`src/rtl/hwvol_pkg.sv`:
```
package hwvol_pkg;
    typedef enum logic [2:0] {
        ST_IDLE,
        ST_QUAL,
        ST_HOLD_UP,
        ST_HOLD_DN,
        ST_WAIT_REL
    } hv_state_t;
endpackage

```
`src/rtl/hwvol_sync.sv`:
```
module hwvol_sync #(
    parameter int W = 2
) (
    input  logic         clk,
    input  logic         rst_n,
    input  logic [W-1:0] d_i,
    output logic [W-1:0] q_o
);
    logic [W-1:0] meta_q;
    logic [W-1:0] sync_q;

    // Reset to all ones: a released active-low button reads high.
    always_ff @(posedge clk or negedge rst_n) begin
        if (!rst_n) begin
            meta_q <= '1;
            sync_q <= '1;
        end else begin
            meta_q <= d_i;
            sync_q <= meta_q;
        end
    end

    assign q_o = sync_q;
endmodule

```
`src/rtl/hwvol_tick.sv`:
```
module hwvol_tick #(
    parameter int TICK_DIV = 50000
) (
    input  logic clk,
    input  logic rst_n,
    output logic tick_o
);
    localparam int DW = (TICK_DIV > 2) ? $clog2(TICK_DIV) : 1;
    localparam logic [DW-1:0] LAST = DW'(TICK_DIV - 1);

    logic [DW-1:0] div_q;
    logic          tick_q;

    always_ff @(posedge clk or negedge rst_n) begin
        if (!rst_n) begin
            div_q  <= '0;
            tick_q <= 1'b0;
        end else begin
            tick_q <= (div_q == LAST);
            div_q  <= (div_q == LAST) ? '0 : div_q + 1'b1;
        end
    end

    assign tick_o = tick_q;

    assert_tick_gap_R4: assert property (@(posedge clk) disable iff (!rst_n)
        tick_q |=> !tick_q);
endmodule

```
`src/rtl/hwvol_fsm.sv`:
```
module hwvol_fsm
    import hwvol_pkg::*;
#(
    parameter int PRESS_MS  = 50,
    parameter int REPEAT_MS = 200
) (
    input  logic clk,
    input  logic rst_n,
    input  logic tick_i,
    input  logic up_act_i,
    input  logic dn_act_i,
    output logic step_up_o,
    output logic step_dn_o,
    output logic chord_o
);
    localparam int LIM   = (PRESS_MS > REPEAT_MS) ? PRESS_MS : REPEAT_MS;
    localparam int CNT_W = $clog2(LIM + 1);
    localparam logic [CNT_W-1:0] QUAL_LAST = CNT_W'(PRESS_MS - 1);
    localparam logic [CNT_W-1:0] REP_LAST  = CNT_W'(REPEAT_MS - 1);

    hv_state_t        state_q, state_nx;
    logic [CNT_W-1:0] cnt_q, cnt_nx;

    always_ff @(posedge clk or negedge rst_n) begin
        if (!rst_n) begin
            state_q <= ST_IDLE;
            cnt_q   <= '0;
        end else begin
            state_q <= state_nx;
            cnt_q   <= cnt_nx;
        end
    end

    always_comb begin
        state_nx  = state_q;
        cnt_nx    = cnt_q;
        step_up_o = 1'b0;
        step_dn_o = 1'b0;
        chord_o   = 1'b0;
        unique case (state_q)
            ST_IDLE: begin
                cnt_nx = '0;
                if (up_act_i || dn_act_i) state_nx = ST_QUAL;
            end
            ST_QUAL: begin
                if (!up_act_i && !dn_act_i) begin
                    state_nx = ST_IDLE;
                end else if (tick_i) begin
                    if (cnt_q == QUAL_LAST) begin
                        cnt_nx = '0;
                        if (up_act_i && dn_act_i) begin
                            chord_o  = 1'b1;
                            state_nx = ST_WAIT_REL;
                        end else if (up_act_i) begin
                            step_up_o = 1'b1;
                            state_nx  = ST_HOLD_UP;
                        end else begin
                            step_dn_o = 1'b1;
                            state_nx  = ST_HOLD_DN;
                        end
                    end else begin
                        cnt_nx = cnt_q + 1'b1;
                    end
                end
            end
            ST_HOLD_UP: begin
                if (!up_act_i || dn_act_i) begin
                    state_nx = ST_WAIT_REL;
                end else if (tick_i) begin
                    if (cnt_q == REP_LAST) begin
                        cnt_nx    = '0;
                        step_up_o = 1'b1;
                    end else begin
                        cnt_nx = cnt_q + 1'b1;
                    end
                end
            end
            ST_HOLD_DN: begin
                if (!dn_act_i || up_act_i) begin
                    state_nx = ST_WAIT_REL;
                end else if (tick_i) begin
                    if (cnt_q == REP_LAST) begin
                        cnt_nx    = '0;
                        step_dn_o = 1'b1;
                    end else begin
                        cnt_nx = cnt_q + 1'b1;
                    end
                end
            end
            ST_WAIT_REL: begin
                if (!up_act_i && !dn_act_i) state_nx = ST_IDLE;
            end
            default: state_nx = ST_IDLE;
        endcase
    end

    assert_step_up_held_R3: assert property (@(posedge clk) disable iff (!rst_n)
        step_up_o |-> up_act_i && !dn_act_i);
    assert_step_dn_held_R3: assert property (@(posedge clk) disable iff (!rst_n)
        step_dn_o |-> dn_act_i && !up_act_i);
    assert_chord_both_R5: assert property (@(posedge clk) disable iff (!rst_n)
        chord_o |-> up_act_i && dn_act_i);
    assert_chord_no_repeat_R5: assert property (@(posedge clk) disable iff (!rst_n)
        chord_o |=> state_q == ST_WAIT_REL);
    assert_wait_release_R9: assert property (@(posedge clk) disable iff (!rst_n)
        (state_q == ST_WAIT_REL && (up_act_i || dn_act_i)) |=> state_q == ST_WAIT_REL);
endmodule

```
`src/rtl/hwvol_ctrl.sv`:
```
module hwvol_ctrl #(
    parameter int TICK_DIV  = 50000,
    parameter int PRESS_MS  = 50,
    parameter int REPEAT_MS = 200,
    parameter int OFS_W     = 5,
    parameter int ATT_W     = 6
) (
    input  logic             clk,
    input  logic             rst_n,
    input  logic             btn_up_n,
    input  logic             btn_dn_n,
    input  logic [ATT_W-1:0] att_i,
    input  logic             mute_clr_i,
    output logic [OFS_W-1:0] ofs_o,
    output logic             mute_o,
    output logic [ATT_W-1:0] att_o,
    output logic             evt_up_o,
    output logic             evt_dn_o,
    output logic             evt_mute_o
);
    localparam int SUM_W = ATT_W + 1;
    localparam logic [OFS_W-1:0] OFS_MAX = {OFS_W{1'b1}};

    logic [1:0]       btn_s;
    logic             tick;
    logic             step_up, step_dn, chord;
    logic [OFS_W-1:0] ofs_q;
    logic             mute_q;
    logic [SUM_W-1:0] sum;

    hwvol_sync #(.W(2)) u_sync (
        .clk  (clk),
        .rst_n(rst_n),
        .d_i  ({btn_up_n, btn_dn_n}),
        .q_o  (btn_s)
    );

    hwvol_tick #(.TICK_DIV(TICK_DIV)) u_tick (
        .clk   (clk),
        .rst_n (rst_n),
        .tick_o(tick)
    );

    hwvol_fsm #(.PRESS_MS(PRESS_MS), .REPEAT_MS(REPEAT_MS)) u_fsm (
        .clk      (clk),
        .rst_n    (rst_n),
        .tick_i   (tick),
        .up_act_i (~btn_s[1]),
        .dn_act_i (~btn_s[0]),
        .step_up_o(step_up),
        .step_dn_o(step_dn),
        .chord_o  (chord)
    );

    always_ff @(posedge clk or negedge rst_n) begin
        if (!rst_n) begin
            ofs_q <= '0;
        end else if (step_up && ofs_q != '0) begin
            ofs_q <= ofs_q - 1'b1;
        end else if (step_dn && ofs_q != OFS_MAX) begin
            ofs_q <= ofs_q + 1'b1;
        end
    end

    always_ff @(posedge clk or negedge rst_n) begin
        if (!rst_n)                mute_q <= 1'b0;
        else if (mute_clr_i)       mute_q <= 1'b0;
        else if (chord)            mute_q <= ~mute_q;
        else if (step_up | step_dn) mute_q <= 1'b0;
    end

    always_comb begin
        sum   = {1'b0, att_i} + SUM_W'(ofs_q);
        att_o = sum[ATT_W] ? {ATT_W{1'b1}} : sum[ATT_W-1:0];
    end

    assign ofs_o      = ofs_q;
    assign mute_o     = mute_q;
    assign evt_up_o   = step_up;
    assign evt_dn_o   = step_dn;
    assign evt_mute_o = chord;

    always_comb begin
        assert_att_floor_R8: assert (att_o >= att_i);
    end
    assert_events_exclusive_R3: assert property (@(posedge clk) disable iff (!rst_n)
        $onehot0({evt_up_o, evt_dn_o, evt_mute_o}));
    assert_up_dec_R3: assert property (@(posedge clk) disable iff (!rst_n)
        (evt_up_o && ofs_o != '0) |=> ofs_o == $past(ofs_o) - 1'b1);
    assert_no_wrap_R10: assert property (@(posedge clk) disable iff (!rst_n)
        (evt_dn_o && ofs_o == OFS_MAX) |=> ofs_o == OFS_MAX);
    assert_chord_keeps_ofs_R5: assert property (@(posedge clk) disable iff (!rst_n)
        evt_mute_o |=> $stable(ofs_o));
    assert_step_unmutes_R6: assert property (@(posedge clk) disable iff (!rst_n)
        (evt_up_o || evt_dn_o) |=> !mute_o);
    assert_clr_unmutes_R7: assert property (@(posedge clk) disable iff (!rst_n)
        mute_clr_i |=> !mute_o);
endmodule

```
`config.mk`:
```
export PLATFORM = sky130hd
export DESIGN_NAME = hwvol_ctrl
export DESIGN_NICKNAME = d
export VERILOG_FILES = /design/src/rtl/hwvol_pkg.sv /design/src/rtl/hwvol_sync.sv /design/src/rtl/hwvol_tick.sv /design/src/rtl/hwvol_fsm.sv /design/src/rtl/hwvol_ctrl.sv
export SDC_FILE = /design/constraint.sdc
export NUM_CORES = 1
export LEC_CHECK = 0
export BUFFER_PORTS_ARGS = -buffer_cell sky130_fd_sc_hd__buf_2
export CAP_MARGIN = 10
export CORE_ASPECT_RATIO = 1.4
export CORE_MARGIN = 4
export CORE_UTILIZATION = 59
export CTS_BUF_LIST = sky130_fd_sc_hd__clkbuf_16
export DETAILED_ROUTE_END_ITERATION = 16
export PLACE_DENSITY = 0.89
export SKIP_CTS_REPAIR_TIMING = 1
export SLEW_MARGIN = 5
export SYNTH_ARGS = -nofsm -noshare
export SYNTH_HDL_FRONTEND = slang
export SYNTH_SLANG_ARGS = --single-unit
```
`constraint.sdc`:
```
create_clock -name clk -period 3.9 [get_ports clk]
set_clock_uncertainty 0.15 [all_clocks]
set_input_delay 0.78 -clock clk [delete_from_list [all_inputs] [get_ports clk]]
set_output_delay 0.78 -clock clk [all_outputs]
set_load 0.05 [all_outputs]
```
After elaboration in Yosys (flattened, before gate mapping)

Cells that the tools add are included.

Register bits: 38
Output and inout port bits: 15
Logic and storage cells: 95

Add/sub/neg operators: 5
Equal/unequal tests: 18
Mux-type cells: 46
Bitwise logic cells: 4
Reduce and logical (&&, ||, !) cells: 14

Operators by type and width:

| cell                    | number |
|---|---|
| $mux W8                 | 7 |
| $pmux W8 S4             | 1 |
| $mux W3                 | 8 |
| $mux W1                 | 23 |
| $add A16 B1 Y16 const B | 1 |
| $eq A16 B16 Y1 const B  | 1 |
| $mux W16                | 1 |
| $pmux W3 S5             | 1 |
| $mux W5                 | 2 |
| $add A8 B1 Y8 const B   | 1 |
| $eq A8 B6 Y1 const B    | 1 |
| $eq A8 B8 Y1 const B    | 1 |
| $ne A2 B1 Y1 const B    | 4 |
| $ne A2 B2 Y1 const B    | 4 |
| $add A6 B5 Y7           | 1 |
| $eq A3 B2 Y1 const B    | 2 |
| $mux W6                 | 1 |
| $reduce_and A6 Y1       | 1 |
| $add A5 B1 Y5 const B   | 1 |
| $ne A5 B5 Y1 const B    | 1 |
| $reduce_and A5 Y1       | 1 |
| $reduce_bool A5 Y1      | 1 |
| $sub A5 B1 Y5 const B   | 1 |
| $logic_and A1 B1 Y1     | 4 |
| 12 further kinds        | 17 |

Longest topological paths before layout

Depth in word-level cells: 11
Depth in mapped cells: 12

Hierarchy

From an unflattened synthesis, not the netlist that was laid out.

Cell total of the unflattened synthesis: 243
Area, all modules: 2404.8 um2

Modules (own cells, without submodules):

| module     | times used | cells each | area each (um2) |
|---|---|---|---|
| hwvol_fsm  | 1          | 100        | 902.1 |
| hwvol_tick | 1          | 69         | 775.7 |
| hwvol_ctrl | 1          | 70         | 621.8 |
| hwvol_sync | 1          | 4          | 105.1 |

Worst setup path after synthesis

No wires, ideal clock.

Kind: input to output
From: input port att_i[0]
To: output port att_o[4]
Arrival time: 2.761 ns
Setup slack: 0.209 ns
Stages on the path: 8
Buffers on the path: 0
Cells stage by stage: ha_1 inv_1 fa_1 nor2b_1 o21ai_0 nand2_1 nor2_1 o21ai_0

Cells in the longest elaborated chain, start to end: 2

RTL lines:

| item          | RTL line         | text |
|---|---|---|
| from (decl)   | hwvol_ctrl.sv:12 | `input logic [ATT_W-1:0] att_i,` |
| $add A6 B5 Y7 | hwvol_ctrl.sv:73 | `sum = {1'b0, att_i} + SUM_W'(ofs_q);` |
| $mux W6       | hwvol_ctrl.sv:74 | `att_o = sum[ATT_W] ? {ATT_W{1'b1}} : sum[ATT_W-1:0];` |
| to (decl)     | hwvol_ctrl.sv:16 | `output logic [ATT_W-1:0] att_o,` |

Every way passes these cells.

Worst setup path in the final report

Ends and elaborated chain as after synthesis.

==> results.yml <==
detailed_routing:
  drtIter0Drc: 77
  dr.pass1.iters: 4
  ant_nets: 0
  wl_per_cell_um: 14.8
  drcViolationCount: 0
  finalWirelength_mm: 4.83
  via_per_inst: 5.99
  route.vias.total: 1959
power:
  powerDensity_mw_per_mm2: 431
  p_seq_share_pct: 42.3
  pwr-share-clk_pct: 33.2
  ir_drop_mv: 0.355
  p_comb_share_pct: 24.6
  internal_power_uw: 797
  power_switching_share_pct: 33.7
  p_leak_nw: 1.31
  switchingPower_uw: 405
  finalPower_mw: 1.20
die:
  core-area_mm2: 0.00402
  dieHeight_um: 84.9
  io_pins: 26
  start_util_pct: 61.9
  num_rows: 27
  die_area_mm2: 0.00534
  fp.dieW_um: 62.9
placed_design:
  gp_congestion: 0.807
  hpwlAfterDp_mm: 3.60
  io_buffers: 25
  placed_cells: 319
worst_setup_path:
  endpoint_kind: "output pin"
  crit_fanout: 5
  worstSetupStartpointType: "input pin"
  r2r_slack_ns: 0.86
  required_ns: 2.97
  crit_end: "att_o[4]"
  r2r_cells: 9
  r2r-end: "ofs_o[4]"
  worstSetupStartpoint: "att_i[0]"
  criticalPathCategory: "input pin to output pin"
  crit_arrival_ns: 2.57
  r2r_start: "u_fsm.cnt_q[3]"
sta:
  timing.slew.headroom_pct: 45.9
  period_needed_ns: 3.50
  max_freq_mhz: 286
  hold_violations: 0
  rsz0062_at_grt: "no"
  setup_viol: 0
  worst_pin_slew_ns: 0.812
  fin_tns_setup_ns: 0
  report.final.slew_viol_count: 0
  final.period_utilization_pct: 89.8
  hold-worst-slack_ns: 0.206
clocking:
  clockRootBuffer: "clkbuf_16"
  cts.htree.levels: 2
  cts_tree: "done"
  clock_sinks: 38
  clk_latency_ns: 0.29
  clk_path_buf_depth: 2
  cts-buffers-inserted: 5
  clkTransAtPathRegs_ns: 0.06
min_path:
  hp-class: "flip-flop to flip-flop"
synthesis:
  synthAdderAreaFrac_pct: 10.2
  synth_ff_type: "dfrtp_1"
  synthMuxAreaShare_pct: 2.46
  synth_fp_nets: 286
  synth_compound_area_share_pct: 15.1
  synth_simple_gate_area_share_pct: 24.4
  ys_warn_count: 0
  synth.ff_latch_count: 38
  synth_seq_area_share_pct: 38.4
  synthXorXnorAreaFrac_pct: 5.98
  synth_top_family_by_area: "simple AND/OR/NAND/NOR gates"
  synth_area_mm2: 0.00249
  synth_async_sr_flop_share_pct: 100
  synth_area_per_cell_um2: 9.73
  syn_inst: 256
  synth-edff-count: 0
  synth_cell_types: 58
global_routing:
  grt_pass1_vias: 1966
  grt_overflow: 0
  groute.usage.overall_pct: 20.3
  grt_antenna_before_repair: 0
  grt_max_degree: 39
  grt_pass1_wl_mm: 8.55
final_layout:
  area_growth_pct: 12.1
  fin_cells: 327
  layout_commonest_cell: "dfrtp_1"
  layout_common_cells: "dfrtp_1, buf_2, nor2_1, nand2_1, ha_1"
  antennaDiodeCount: 0
  drive_above_1_share_pct: 18.0
  final_nets: 313
  fillers: 314
run_status:
  status: "complete, no violations"
flow_run:
  cap_violations: 0
## sequential cells by signal, summed over array words and instances (netlist names)
signal,cells
u_tick.div_q,16
ofs_o,5
mute_o,1
u_tick.tick_o,1
u_sync.meta_q,2
u_fsm.cnt_q,8
u_fsm.state_q,3
u_sync.q_o,2
## routing by layer
metal  wire length (µm)  GRT usage, %  part of all wire (%)  vias up
met5                  0             0                     0        -
met4                 90          9.44                   1.9        0
met3                231          5.30                   4.8        9
met2               2580          37.3                    53       52
met1               1930          21.3                    40      928
li1                   -             -                     -      970
## area by class of cell
| type | instances | area (µm²) | area share, % |
|---|---|---|---|
| Clock buffer | 5 | 125 | 4.48 |
| Clock inverter | 3 | 21.3 | 0.762 |
| Inverter | 15 | 56.3 | 2.02 |
| Multi-Input combinational cell | 197 | 1450 | 51.8 |
| Sequential cell | 38 | 956 | 34.2 |
| Tap cell | 43 | 53.8 | 1.93 |
| Timing Repair Buffer | 26 | 133 | 4.75 |
## cells in the mapped netlist (2+ instances only)
cell type / instances / share of area, %
a21o_1: 4 / 1.2
a21oi_1: 7 / 1.4
a2bb2oi_1: 4 / 1.4
a31oi_1: 2 / 0.50
and2_1: 2 / 0.50
and3_1: 5 / 1.3
clkbuf_1: 4 / 0.60
dfrtp_1: 34 / 34
dfstp_2: 4 / 4.2
fa_1: 2 / 1.6
ha_1: 17 / 8.5
inv_1: 15 / 2.3
mux2_4: 2 / 1.2
mux2i_1: 2 / 0.80
nand2_1: 19 / 2.9
nand2b_1: 6 / 1.5
nand3_1: 11 / 2.2
nand3b_1: 3 / 0.90
nand4_1: 3 / 0.75
nor2_1: 21 / 3.2
nor2b_1: 8 / 2.0
nor3_1: 4 / 0.80
nor4_1: 5 / 1.3
nor4b_1: 3 / 1.1
nor4b_2: 2 / 1.2
o21ai_0: 11 / 2.2
o21ai_1: 3 / 0.60
o21bai_1: 2 / 0.60
o31ai_1: 3 / 0.90
or2_1: 2 / 0.50
or3_1: 2 / 0.50
or4_1: 3 / 0.90
xnor2_1: 10 / 3.5
xor2_1: 7 / 2.5
## cell families after synthesis
kind of cell               after synthesis
xor gates and xnor gates                17
adders and majority gates               19
DFF                                     38
AOI/OAI and AO/OA                       50
and+or+nand+nor                        106
muxes                                    5
buffers and inverters                   21
## worst min path at each step
stage	endpoint	from	depth (start not counted)	slack, ns
after global placement	u_sync.q_o[0]	u_sync.meta_q[0]	0	0.20
after detailed placement	u_sync.q_o[1]	u_sync.meta_q[1]	0	0.20
after global routing	u_sync.q_o[1]	u_sync.meta_q[1]	0	0.21
after floorplan	u_sync.q_o[0]	u_sync.meta_q[0]	0	0.20
final	u_sync.q_o[1]	u_sync.meta_q[1]	0	0.21
after CTS	u_sync.q_o[1]	u_sync.meta_q[1]	0	0.21
## critical path: stages
cell and delay, ns:
buf_2 0.08, ha_1 0.15, inv_1 0.05, fa_1 0.38
nor2b_1 0.14, o21ai_0 0.12, a21boi_0 0.24, o21ai_0 0.20
o21ai_0 0.13, buf_2 0.29
## stage by stage
stage          utilization (%)  worst slack, ns  instance area [µm²]
6_report                  69.4            0.399                 2790
5_1_grt                   69.4            0.115                 2790
4_1_cts                   69.4            0.371                 2790
3_5_place_dp              65.8            0.377                 2650
3_3_place_gp              65.8            0.508                 2650
2_1_floorplan                -            0.209                 2490
## power by group through the flow
stage               combinational [mW]  sequential (mW)  clock (mW)
floorplan                        0.275            0.462           0
global placement                 0.280            0.509           0
detailed placement               0.292            0.513           0
CTS                              0.297            0.507       0.408
global route                     0.327            0.520       0.426
finish                           0.295            0.508       0.399
(Power assumes the default switching activity.)
